<file path="src/rtl/flash_probe_pkg.sv">
package flash_probe_pkg;
  localparam logic [7:0] OP_STATUS_RD = 8'h05;
  localparam logic [7:0] OP_ID_RD     = 8'h9F;
  localparam logic [7:0] OP_WR_EN     = 8'h06;
  localparam logic [7:0] OP_STATUS_WR = 8'h01;
  localparam logic [7:0] BYTE_FILL    = 8'h00;

  typedef enum logic [3:0] {
    S_IDLE, S_POLL_CMD, S_POLL_RD, S_ID_CMD, S_ID_B0, S_ID_B1, S_ID_B2,
    S_CHECK, S_WREN, S_WRSR_CMD, S_WRSR_D0, S_WRSR_D1, S_DONE
  } probe_state_e;
endpackage

</file>
<file path="src/rtl/flash_id_capture.sv">
module flash_id_capture #(
  parameter int NUM_BYTES = 3,
  localparam int IDX_W = (NUM_BYTES > 1) ? $clog2(NUM_BYTES) : 1
) (
  input  logic                      clk_i,
  input  logic                      rst_ni,
  input  logic                      clr_i,
  input  logic                      wr_i,
  input  logic [IDX_W-1:0]          idx_i,
  input  logic [7:0]                data_i,
  output logic [NUM_BYTES-1:0][7:0] bytes_o
);
  for (genvar g = 0; g < NUM_BYTES; g++) begin : g_slot
    always_ff @(posedge clk_i or negedge rst_ni) begin
      if (!rst_ni)                                   bytes_o[g] <= '0;
      else if (clr_i)                                bytes_o[g] <= '0;
      else if (wr_i && idx_i == IDX_W'(g))           bytes_o[g] <= data_i;
    end
  end
endmodule

</file>
<file path="src/rtl/flash_id_decode.sv">
module flash_id_decode #(
  parameter int         SECT_W    = 13,
  parameter logic [7:0] CAP_BASE  = 8'h14,
  parameter int         CAP_COUNT = 5,
  parameter int         MIN_SECT  = 256
) (
  input  logic [7:0]        vendor_i,
  input  logic [7:0]        mtype_i,
  input  logic [7:0]        cap_i,
  output logic              valid_o,
  output logic [SECT_W-1:0] sectors_o
);
  logic vendor_ok, mtype_ok, cap_ok;
  logic [SECT_W-1:0] cap_sect;

  always_comb begin
    vendor_ok = (vendor_i == 8'hEF) || (vendor_i == 8'h37);
    mtype_ok  = (mtype_i == 8'h30) || (mtype_i == 8'h40) ||
                (mtype_i == 8'h50) || (mtype_i == 8'h60);
    cap_ok    = 1'b0;
    cap_sect  = '0;
    for (int i = 0; i < CAP_COUNT; i++) begin
      if (cap_i == CAP_BASE + 8'(i)) begin
        cap_ok   = 1'b1;
        cap_sect = SECT_W'(MIN_SECT) << i;
      end
    end
    valid_o   = vendor_ok && mtype_ok && cap_ok;
    sectors_o = valid_o ? cap_sect : '0;
  end

  always_comb begin
    if (!valid_o) assert_fail_zero_R4: assert (sectors_o == '0);
    if (valid_o)  assert_onehot_size_R5: assert ($onehot(sectors_o));
  end
endmodule

</file>
<file path="src/rtl/flash_probe.sv">
module flash_probe
  import flash_probe_pkg::*;
#(
  parameter int SECT_W = 13,
  localparam int ID_BYTES = 3
) (
  input  logic              clk_i,
  input  logic              rst_ni,
  input  logic              start_i,
  output logic              xfer_req_o,
  output logic [7:0]        xfer_tx_o,
  output logic              xfer_last_o,
  input  logic              xfer_ack_i,
  input  logic [7:0]        xfer_rx_i,
  output logic              done_o,
  output logic              ok_o,
  output logic [SECT_W-1:0] sectors_o
);
  probe_state_e state_q, state_d;
  logic                       ok_q;
  logic [SECT_W-1:0]          sect_q;
  logic [ID_BYTES-1:0][7:0]   id_bytes;
  logic                       id_wr;
  logic [1:0]                 id_idx;
  logic                       dec_valid;
  logic [SECT_W-1:0]          dec_sect;

  always_comb begin
    id_wr  = 1'b0;
    id_idx = 2'd0;
    unique case (state_q)
      S_ID_B0: begin id_wr = xfer_ack_i; id_idx = 2'd0; end
      S_ID_B1: begin id_wr = xfer_ack_i; id_idx = 2'd1; end
      S_ID_B2: begin id_wr = xfer_ack_i; id_idx = 2'd2; end
      default: ;
    endcase
  end

  flash_id_capture #(.NUM_BYTES(ID_BYTES)) u_capture (
    .clk_i  (clk_i),
    .rst_ni (rst_ni),
    .clr_i  (start_i),
    .wr_i   (id_wr),
    .idx_i  (id_idx),
    .data_i (xfer_rx_i),
    .bytes_o(id_bytes)
  );

  flash_id_decode #(.SECT_W(SECT_W)) u_decode (
    .vendor_i (id_bytes[0]),
    .mtype_i  (id_bytes[1]),
    .cap_i    (id_bytes[2]),
    .valid_o  (dec_valid),
    .sectors_o(dec_sect)
  );

  // byte offered in each transfer state
  always_comb begin
    xfer_req_o  = 1'b1;
    xfer_tx_o   = BYTE_FILL;
    xfer_last_o = 1'b0;
    unique case (state_q)
      S_POLL_CMD: xfer_tx_o = OP_STATUS_RD;
      S_POLL_RD:  xfer_last_o = 1'b1;
      S_ID_CMD:   xfer_tx_o = OP_ID_RD;
      S_ID_B0, S_ID_B1, S_WRSR_D0: ;
      S_ID_B2, S_WRSR_D1: xfer_last_o = 1'b1;
      S_WREN:     begin xfer_tx_o = OP_WR_EN; xfer_last_o = 1'b1; end
      S_WRSR_CMD: xfer_tx_o = OP_STATUS_WR;
      default:    xfer_req_o = 1'b0;
    endcase
  end

  always_comb begin
    state_d = state_q;
    if (start_i) begin
      state_d = S_POLL_CMD;
    end else begin
      unique case (state_q)
        S_CHECK: state_d = dec_valid ? S_WREN : S_DONE;
        S_IDLE, S_DONE: ;
        default: if (xfer_ack_i) begin
          unique case (state_q)
            S_POLL_CMD: state_d = S_POLL_RD;
            S_POLL_RD:  state_d = xfer_rx_i[0] ? S_POLL_CMD : S_ID_CMD;
            S_ID_CMD:   state_d = S_ID_B0;
            S_ID_B0:    state_d = S_ID_B1;
            S_ID_B1:    state_d = S_ID_B2;
            S_ID_B2:    state_d = S_CHECK;
            S_WREN:     state_d = S_WRSR_CMD;
            S_WRSR_CMD: state_d = S_WRSR_D0;
            S_WRSR_D0:  state_d = S_WRSR_D1;
            default:    state_d = S_DONE;
          endcase
        end
      endcase
    end
  end

  always_ff @(posedge clk_i or negedge rst_ni) begin
    if (!rst_ni) begin
      state_q <= S_IDLE;
      ok_q    <= 1'b0;
      sect_q  <= '0;
    end else begin
      state_q <= state_d;
      if (start_i) begin
        ok_q   <= 1'b0;
        sect_q <= '0;
      end else if (state_q == S_CHECK) begin
        ok_q   <= dec_valid;
        sect_q <= dec_sect;
      end
    end
  end

  assign done_o    = (state_q == S_DONE);
  assign ok_o      = done_o && ok_q;
  assign sectors_o = done_o ? sect_q : '0;

  assert_req_stable_R9: assert property (@(posedge clk_i) disable iff (!rst_ni)
    (xfer_req_o && !xfer_ack_i && !start_i) |=>
      (xfer_req_o && $stable(xfer_tx_o) && $stable(xfer_last_o)));
  assert_no_req_done_R9: assert property (@(posedge clk_i) disable iff (!rst_ni)
    done_o |-> !xfer_req_o);
  assert_done_hold_R8: assert property (@(posedge clk_i) disable iff (!rst_ni)
    (done_o && !start_i) |=> (done_o && $stable(ok_o) && $stable(sectors_o)));
  assert_start_clears_R8: assert property (@(posedge clk_i) disable iff (!rst_ni)
    start_i |=> !done_o);
  assert_busy_repoll_R2: assert property (@(posedge clk_i) disable iff (!rst_ni)
    (state_q == S_POLL_RD && xfer_ack_i && xfer_rx_i[0] && !start_i) |=>
      (state_q == S_POLL_CMD));
  assert_fail_skip_R7: assert property (@(posedge clk_i) disable iff (!rst_ni)
    ($rose(done_o) && !ok_o) |-> ($past(state_q) == S_CHECK));
  assert_ok_after_unprotect_R6: assert property (@(posedge clk_i) disable iff (!rst_ni)
    ($rose(done_o) && ok_o) |-> ($past(state_q) == S_WRSR_D1));
  assert_ok_size_R5: assert property (@(posedge clk_i) disable iff (!rst_ni)
    ok_o |-> $onehot(sectors_o));
endmodule

</file>
<file path="config.mk">
export PLATFORM = sky130hd
export DESIGN_NAME = flash_probe
export DESIGN_NICKNAME = d
export VERILOG_FILES = /design/src/rtl/flash_probe_pkg.sv /design/src/rtl/flash_id_capture.sv /design/src/rtl/flash_id_decode.sv /design/src/rtl/flash_probe.sv
export SDC_FILE = /design/constraint.sdc
export NUM_CORES = 1
export LEC_CHECK = 0
export BUFFER_PORTS_ARGS = -buffer_cell sky130_fd_sc_hd__buf_2
export CELL_PAD_IN_SITES_DETAIL_PLACEMENT = 1
export CELL_PAD_IN_SITES_GLOBAL_PLACEMENT = 2
export CORE_ASPECT_RATIO = 0.8
export CORE_MARGIN = 1.5
export CORE_UTILIZATION = 36
export DETAILED_ROUTE_END_ITERATION = 7
export GPL_ROUTABILITY_DRIVEN = 0
export PLACE_DENSITY = 0.92
export SLEW_MARGIN = 20
export SYNTH_ARGS = -nofsm -noshare
export SYNTH_HDL_FRONTEND = slang
export SYNTH_SLANG_ARGS = --single-unit
</file>
<file path="constraint.sdc">
create_clock -name clk_i -period 3.7 [get_ports clk_i]
set_input_delay 0.74 -clock clk_i [delete_from_list [all_inputs] [get_ports clk_i]]
set_output_delay 0.74 -clock clk_i [all_outputs]
set_load 0.02 [all_outputs]
</file>
==> reports/qor.yml, run 1 <==
floorplan:
  dieArea_um2: 5636
  rows: 23
  start_util_pct: 37.33
  die_w_um: 83.57
  io_pins: 37
  die_y_um: 67.45
  core_um2: 5007
clock_tree:
  cts_buffers: 5
  h-tree-depth: 2
  cts_sinks: 34
  cts_resized: 0
  clock_latency_ns: 0.28
  root_buffer: "clkbuf_8"
  cts_buffer_depth: 2
  cts_tree: "yes"
  cts_hold_repair.buffers: 0
  cts.clk_slew.worst_paths_ns: 0.07
  cts_setup_buffers: 0
logic_synthesis:
  yosysMostFrequentCell: "dfrtp_1"
  ys_top_cells_by_area: "dfrtp_1, mux2i_1, nor2_1"
  yosysTopAreaCellShare_pct: 45.52
  synth.distinct_cells: 39
  ys_ff_latch: 34
  synthFlopType: "dfrtp_1"
  syn-cell-area_um2: 1869
  async_flop_share_pct: 100.0
  synth_warnings: 0
  synth_common_cells: "dfrtp_1, nor2_1, mux2i_1, buf_4, nand2_1"
  seq_area_frac_synth_pct: 45.52
  syn_area_per_cell_um2: 9.943
  yosys.area.top_type: "dfrtp_1"
  synthCells: 188
  synth_edf_count: 0
timing:
  maxSlewViolCount: 0
  period_minus_slack_ns: 2.516
  hold_viol_final: 0
  setup_violations: 0
  max_freq_mhz: 397.4
  max-slew-margin-rel_pct: 48.83
  tightest_slew_ns: 0.7676
  rsz0062_at_grt: "false"
  clock_skew_ns: 0.003697
  post-route-period-util_pct: 68.00
  setup_ws_ns: 1.184
  finalSetupTns_ns: 0
routing:
  dr_total_vias: 1387
  ant_nets: 0
  drt_wl_total_um: 4141
  drt_iter0_drc: 114
  vias_per_cell: 5.137
  drtPass1Iterations: 4
  wl_per_cell_um: 15.34
  drc: 0
worst_setup_path:
  crit_required_ns: 2.96
  critPathMaxFanout: 11
  endpoint_kind: "output port"
  worstSetupPathType: "reg2out"
  path_cells: "nor2_1 -> and3_1 -> and2_1 -> buf_2"
  cp.arrival_ns: 1.78
  start_kind: "flip-flop"
  cpPeakStageDelay_ns: 0.52
  slowest_stage: "dfrtp_1"
grt:
  grt_pass1_vias: 1343
  antenna_found_initial: 0
  grt_pass1_wl_um: 6948
  grt_usage_pct: 15.96
  grt_max_degree: 35
  overflow: 0
place:
  place_worst_setup_slack_ns: 1.499
  io_buffers: 26
  hpwl_um: 2998
power:
  ir_worst_vdd_mv: 0.1637
  power_leakage_nw: 0.9846
  total_power_mw: 0.8827
  p_per_area_nw_per_um2: 430.2
final_layout:
  drive_gt1_share_pct: 19.23
  diodes: 0
  fin_nets: 220
  area_growth_pct: 9.773
job:
  maxCapViolCount: 0
run_status:
  status: "completed"
hold_path:
  hold_path_class: "reg2reg"
## registers in the layout (all words and copies together) (netlist names)
signal             flops
u_capture.bytes_o     24
sect_q                 5
state_q                4
ok_q                   1
## cell families (layout without fill, tap and decap cells)
group	after synthesis	in the layout	share of synthesized area, %
XOR/XNOR	2	2	0.9373
other	1	10	0.2006
multiplexers	27	27	14.52
buffers and inverters	25	36	7.965
AND/OR/NAND/NOR	75	75	22.09
AO/OA/AOI/OAI	24	24	8.769
flip-flops	34	34	45.52
## per-layer routing
metal / part of all wire, % / track usage [%] / up-vias
met5: 0 / 0 / -
met4: 1.9 / 6.762 / 0
met3: 3.6 / 3.912 / 8
met2: 42 / 22.48 / 30
met1: 52 / 23.31 / 673
li1: - / - / 676
## placed cells by master, fill, tap and decap left out, types with 2 or more instances in the layout
| master | instances |
|---|---|
| a211oi_1 | 2 |
| a21oi_1 | 8 |
| and2_1 | 7 |
| buf_2 | 26 |
| clkbuf_8 | 5 |
| clkinv_2 | 2 |
| conb_1 | 10 |
| dfrtp_1 | 34 |
| inv_1 | 3 |
| mux2i_1 | 26 |
| nand2_1 | 11 |
| nand3_1 | 3 |
| nand3b_1 | 2 |
| nand4b_1 | 2 |
| nor2_1 | 32 |
| nor2b_1 | 2 |
| nor3_1 | 5 |
| nor3_4 | 2 |
| nor4b_1 | 2 |
| o21ai_0 | 6 |
## power breakdown
part           internal, mW  leakage (nW)  switching, mW  total, mW
clock network         0.126        0.0438          0.133      0.259
registers             0.386         0.469         0.0390      0.425
logic                0.0695         0.472          0.129      0.198
## layout make-up
class                           count  area [um2]
Fill cell                         601        2955
Timing Repair Buffer               26       130.1
Inverter                            3       11.26
Clock buffer                        5       68.82
Multi-Input combinational cell    138       903.4
Sequential cell                    34       850.8
Clock inverter                      2       10.01
Tap cell                           62       77.57
## metrics by stage
step | cells | hold WS [ns] | utilization [%] | area, um2
after CTS | 270 | 0.4790 | 40.98 | 2052
final | 270 | 0.4699 | 40.98 | 2052
after detailed placement | 263 | 0.4642 | 39.41 | 1973
after floorplan | 197 | 0.4418 | - | 1903
after global placement | 263 | 0.4559 | 39.41 | 1973
after global routing | 270 | 0.5240 | 40.98 | 2052
## final timing paths
kind,end,depth (start not counted),start,slack (ns)
max reg2reg,sect_q[9],4,state_q[2],1.72
min reg2reg,sect_q[8],2,sect_q[8],0.47
max,ok_o,4,state_q[0],1.18
min in group asynchronous,u_capture.bytes_o[10],1,rst_ni,0.52
min,sect_q[8],2,sect_q[8],0.47
max in group asynchronous,state_q[2],1,rst_ni,2.69
## worst max-delay path: cells and delay by family, from the launching register on
kind | cells | cell delay [ns]
and+or+nand+nor | 3 | 0.81
DFF | 1 | 0.52
buffers and inverters | 1 | 0.15
No activity file was read; power rests on OpenSTA's default activity.
==> run 2, diff against run 1 <==
--- a/config.mk
+++ b/config.mk
@@ -10,10 +10,10 @@
 export CELL_PAD_IN_SITES_GLOBAL_PLACEMENT = 2
 export CORE_ASPECT_RATIO = 0.8
 export CORE_MARGIN = 1.5
-export CORE_UTILIZATION = 36
+export CORE_UTILIZATION = 34
 export DETAILED_ROUTE_END_ITERATION = 7
 export GPL_ROUTABILITY_DRIVEN = 0
-export PLACE_DENSITY = 0.92
+export PLACE_DENSITY = 0.88
 export SLEW_MARGIN = 20
 export SYNTH_ARGS = -nofsm -noshare
 export SYNTH_HDL_FRONTEND = slang
==> constraint.sdc (replaced) <==
create_clock -name clk_i -period 2.4 [get_ports clk_i]
set_input_delay 0.48 -clock clk_i [delete_from_list [all_inputs] [get_ports clk_i]]
set_output_delay 0.48 -clock clk_i [all_outputs]
set_load 0.02 [all_outputs]
==> run 2 against run 1 <==
Sequential power increased by 51%. Via count about the same. Power increased by 67%. Die area increased by 5.6%. Final area increased by 2.3%. Combinational power increased by 68%. Critical path depth unchanged. Register-to-register slack got worse by 1.2 ns. Worst setup slack got worse by 0.97 ns. Core utilization decreased by 0.25 points. Non-clock buffer count increased by 2. Largest power group unchanged.
==> reports/qor.yml, run 2 (synthesis gave the netlist of run 1 again) <==
run_status:
  status: "completed"
timing:
  clock_skew_ns: 0.006692  # +0.002995 ns
  setup_ws_ns: 0.2180  # -0.9660 ns
  maxSlewViolCount: 0  # unchanged
  max_freq_mhz: 458.3
  hold_viol_final: 0  # unchanged
  setup_violations: 0  # unchanged
  max-slew-margin-rel_pct: 49.00  # +0.17 points
  finalSetupTns_ns: 0  # unchanged
  period_minus_slack_ns: 2.182
  post-route-period-util_pct: 90.92
  rsz0062_at_grt: "false"
  tightest_slew_ns: 0.7651  # -0.002527 ns
floorplan:
  start_util_pct: 36.29  # -1.0 points
  die_w_um: 85.90  # +2.8%
  rows: 23  # unchanged
  die_y_um: 69.32  # +2.8%
  io_pins: 37  # unchanged
  dieArea_um2: 5955  # +5.6%
  core_um2: 5151  # +2.9%
power:
  power_leakage_nw: 1.009  # +2.5%
  p_per_area_nw_per_um2: 701.3  # +63%
  ir_worst_vdd_mv: 0.2303  # +41%
routing:
  vias_per_cell: 5.077  # -1.2%
  dr_total_vias: 1386  # -0.072%
  drt_iter0_drc: 99  # -13%
  drtPass1Iterations: 4  # unchanged
  drc: 0  # unchanged
  drt_wl_total_um: 4223  # +2.0%
  wl_per_cell_um: 15.47  # +0.86%
  ant_nets: 0  # unchanged
worst_setup_path:
  crit_required_ns: 1.92  # -1.04 ns
  endpoint_kind: "output port"
  reg2reg_slack_ns: 0.48  # -1.24 ns
  critPathMaxFanout: 11  # unchanged
  cp.arrival_ns: 1.70  # -0.08 ns
  worstSetupPathType: "reg2out"
  r2r.worst_path.cells: 5  # +1
  r2r-start: "state_q[3]"
  r2r-end: "u_capture.bytes_o[5]"
  start_kind: "flip-flop"
hold_path:
  hold_path_class: "in2async"
final_layout:
  register_area_um2: 850.8  # unchanged
  final_common_cell: "dfrtp_1"
  area_growth_pct: 12.25
  multiInputGateArea_um2: 903.4  # unchanged
  fin_nets: 222  # +0.91%
  nFillCells: 611  # +1.7%
  layout.cells.non_filler: 273  # +1.1%
  regMostFlops: "u_capture.bytes_o"
  drive_gt1_share_pct: 20.38  # +1.1 points
  reg.largest.list: "u_capture.bytes_o: 24 flops, sect_q: 5 flops, state_q: 4 flops"
  diodes: 0  # unchanged
  largest_reg_flops: 24  # unchanged
  layout_common_cells: "dfrtp_1, nor2_1, mux2i_1, buf_2, nand2_1"
place:
  io_buffers: 26  # unchanged
  numPlacedInstances: 265  # +0.76%
  place_worst_setup_slack_ns: 0.5055  # -0.9940 ns
  hpwl_um: 3090  # +3.1%
clock_tree:
  cts_hold_repair.buffers: 0  # unchanged
  h-tree-depth: 2  # unchanged
  cts_setup_buffers: 0  # unchanged
  cts_buffers: 5  # unchanged
  clock_latency_ns: 0.28  # about the same
  cts_sinks: 34  # unchanged
  cts_resized: 0  # unchanged
  root_buffer: "clkbuf_8"
  cts.clk_slew.worst_paths_ns: 0.07  # about the same
  cts_buffer_depth: 2  # unchanged
  cts_tree: "yes"
grt:
  antenna_found_initial: 0  # unchanged
  grt_usage_pct: 15.62  # -0.34 points
  grt_pass1_vias: 1421  # +5.8%
  grt_max_degree: 35  # unchanged
  overflow: 0  # unchanged
  grt_pass1_wl_um: 7272  # +4.7%
job:
  maxCapViolCount: 0  # unchanged
[run 2: area by class of cell]
class | instances | area share (%)
sequential | 34 | 40.55
multi-input combinational | 138 | 43.05
tap | 62 | 3.697
inverter | 3 | 0.5367
clock buffer | 8 | 5.247
timing repair buffer | 28 | 6.917
[run 2: worst max path at each step]
stage / startpoint / end / slack [ns]
finish: state_q[0] / ok_o / 0.22
global route: state_q[0] / sectors_o[11] / 0.07
CTS: state_q[0] / ok_o / 0.19
detailed placement: state_q[0] / ok_o / 0.51
global placement: state_q[0] / sectors_o[10] / 0.55
floorplan: state_q[3] / xfer_tx_o[4] / 0.34
[run 2: metal layers]
metal  part of all wire, %  global-route usage [%]  vias to the layer above
met5                     0                       0                        -
met4                  0.76                   3.763                        0
met3                   2.7                   3.571                        5
met2                    44                   22.22                       22
met1                    52                   23.90                      686
li1                      -                       -                      673
[run 2: metrics by stage]
step | hold WS, ns | util (%) | total power, mW | instance area (um2)
3_5_place_dp | 0.4710 | 38.60 | 0.9865 | 1988
5_1_grt | 0.3222 | 40.73 | 1.552 | 2098
2_1_floorplan | 0.1844 | - | 0.9061 | 1903
6_report | 0.2650 | 40.73 | 1.472 | 2098
3_3_place_gp | 0.4584 | 38.60 | 0.9781 | 1988
4_1_cts | 0.2926 | 40.73 | 1.486 | 2098
[run 2: critical path, cell delays in order, from the launching register on]
cell and delay [ns]:
dfrtp_1 0.51, nor2_1 0.32, and3_1 0.29, and2_1 0.14
buf_2 0.15
[run 2: report_power, final]
part           leakage, nW  switching (mW)  internal (mW)
combinational        0.483           0.217          0.114
clock               0.0575           0.209          0.290
sequential           0.469          0.0453          0.595
total                 1.01           0.472           1.00
==> run 3, diff against run 2 <==
--- a/config.mk
+++ b/config.mk
@@ -11,9 +11,10 @@
 export CORE_ASPECT_RATIO = 0.8
 export CORE_MARGIN = 1.5
 export CORE_UTILIZATION = 34
+export CTS_CLUSTER_DIAMETER = 100
 export DETAILED_ROUTE_END_ITERATION = 7
 export GPL_ROUTABILITY_DRIVEN = 0
-export PLACE_DENSITY = 0.88
+export PLACE_DENSITY_LB_ADDON = 0.1
 export SLEW_MARGIN = 20
 export SYNTH_ARGS = -nofsm -noshare
 export SYNTH_HDL_FRONTEND = slang
==> run 3 against run 2 <==
Flip-flop and latch count did not move. Combinational power shrank 6.0%. Via count shrank 0.51%. Power decreased by 4.7%. Register-to-register slack about the same.
==> reports/qor.yml, run 3 (synthesis gave the netlist of run 1 again) <==
clock_tree:
  clock_latency_ns: 0.28  # about the same
  cts_buffer_depth: 2  # unchanged
  cts_buffers: 5  # unchanged
  cts_tree: "yes"
  root_buffer: "clkbuf_8"
  cts_sinks: 34  # unchanged
  h-tree-depth: 2  # unchanged
  cts_setup_buffers: 0  # unchanged
  cts.clk_slew.worst_paths_ns: 0.07  # about the same
  cts_hold_repair.buffers: 0  # unchanged
worst_setup_path:
  worstSetupPathType: "reg2out"
  start_kind: "flip-flop"
  r2r-end: "sect_q[11]"
  endpoint_kind: "output port"
  critPathMaxFanout: 11  # unchanged
  reg2reg_slack_ns: 0.48  # about the same
  worstSetupStartpoint: "state_q[1]"
  slowest_stage: "dfrtp_1"
  r2r-start: "state_q[2]"
  critical_path_cell_count: 4  # unchanged
  cpPeakStageDelay_ns: 0.53  # +0.02 ns
  cp.arrival_ns: 1.71  # about the same
  path_cells: "inv_1 -> mux2_2 -> o22ai_1 -> buf_2"
  crit_required_ns: 1.92  # about the same
  crit_buf_inv: 2  # +1
  crit_family: "flip-flops"
  r2r.worst_path.cells: 4  # -1
  crit_end: "xfer_last_o"
floorplan:
  die_y_um: 69.32  # unchanged
  dieArea_um2: 5955  # unchanged
  core_um2: 5151  # unchanged
  start_util_pct: 36.29  # unchanged
  die_w_um: 85.90  # unchanged
  rows: 23  # unchanged
  io_pins: 37  # unchanged
grt:
  overflow: 0  # unchanged
  grt_pass1_vias: 1514  # +6.5%
  grt_most_used_layer: "met2"
  grt_pass1_wl_um: 7817  # +7.5%
  antenna_found_initial: 0  # unchanged
  grt_usage_pct: 16.70  # +1.1 points
  gr-usage-met2_pct: 25.46  # +3.2 points
  grt_use_met3_pct: 3.571  # unchanged
  met1_usage_pct: 24.00  # +0.10 points
  grt_max_degree: 35  # unchanged
timing:
  clock_skew_ns: 0.004216  # -0.002476 ns
  hold_ws_ns: 0.2742  # +0.009166 ns
  hold_viol_final: 0  # unchanged
  max_freq_mhz: 455.9  # -0.52%
  max-slew-margin-rel_pct: 48.12  # -0.87 points
  finalSetupTns_ns: 0  # unchanged
  period_minus_slack_ns: 2.193  # +0.01150 ns
  rsz0062_at_grt: "false"
  post-route-period-util_pct: 91.40  # +0.48 points
  setup_violations: 0  # unchanged
  tightest_slew_ns: 0.7782  # +0.01310 ns
  maxSlewViolCount: 0  # unchanged
final_layout:
  area_growth_pct: 11.38
  largest_reg_flops: 24  # unchanged
  fin_nets: 222  # unchanged
  diodes: 0  # unchanged
  regMostFlops: "u_capture.bytes_o"
  layout_common_cells: "dfrtp_1, nor2_1, mux2i_1, buf_2, nand2_1"
  drive_gt1_share_pct: 20.38  # unchanged
  final_common_cell: "dfrtp_1"
  reg.largest.list: "u_capture.bytes_o: 24 flops, sect_q: 5 flops, state_q: 4 flops"
  nFillCells: 595  # -2.6%
routing:
  vias_per_cell: 5.051  # -0.51%
  drtPass1Iterations: 4  # unchanged
  dr_total_vias: 1379  # -0.51%
  ant_nets: 0  # unchanged
  drc: 0  # unchanged
  drt_wl_total_um: 4521  # +7.1%
  wl_per_cell_um: 16.56  # +7.1%
  drt_iter0_drc: 52  # -47%
power:
  ir_worst_vdd_mv: 0.2407  # +4.5%
  p_per_area_nw_per_um2: 673.9  # -3.9%
  power_leakage_nw: 0.9986  # -1.0%
run_status:
  status: "completed"
place:
  hpwl_um: 3345  # +8.2%
  io_buffers: 26  # unchanged
job:
  maxCapViolCount: 0  # unchanged
hold_path:
  hold_path_class: "in2async"
==> run 3: layout make-up <==
class                      instances  area (um2)  share of cell area (%)
multi-input combinational        138       905.9                   43.51
sequential                        34       850.8                   40.87
timing repair buffer              28       145.1                   6.971
clock buffer                       7       86.33                   4.147
tap                               62       77.57                   3.726
inverter                           3       11.26                  0.5409
clock inverter                     1       5.005                  0.2404
==> run 3: worst min-delay path by stage <==
stage                           endpoint  slack, ns  depth (start not counted)
floorplan                           ok_q       0.18                          0
global placement               sect_q[9]       0.47                          2
detailed placement            sect_q[10]       0.48                          2
CTS                           state_q[1]       0.30                          1
global route        u_capture.bytes_o[6]       0.32                          1
finish                        sect_q[11]       0.27                          1
==> run 3: where the power goes <==
part           internal, mW  total [mW]  switching [mW]
combinational         0.110       0.312           0.202
clock                 0.231       0.436           0.205
sequential            0.595       0.655          0.0595
total                 0.937        1.40           0.466
==> run 3: repair_timing <==
action | 4_1_cts | 5_1_grt
endpoints found under the hold margin | 0 | 0
setup endpoints to repair | 0 | 6
gates resized for setup | 0 | 1
==> run 3: per-stage QoR <==
step           total power, mW  util, %  worst slack [ns]  cell area [um2]  instances
3_3_place_gp            0.9695    38.60            0.5155             1988        265
3_5_place_dp            0.9791    38.60            0.4594             1988        265
5_1_grt                  1.482    40.42           0.07492             2082        273
2_1_floorplan           0.9061        -            0.3389             1903        197
6_report                 1.403    40.42            0.2065             2082        273
4_1_cts                  1.420    40.37            0.1424             2079        273
==> run 3: routing by layer <==
layer  up-vias  part of all wire (%)
li1        674                     -
met2        34                    46
met3         4                   3.8
met1       667                    50
met5         -                     0
met4         0                  0.60
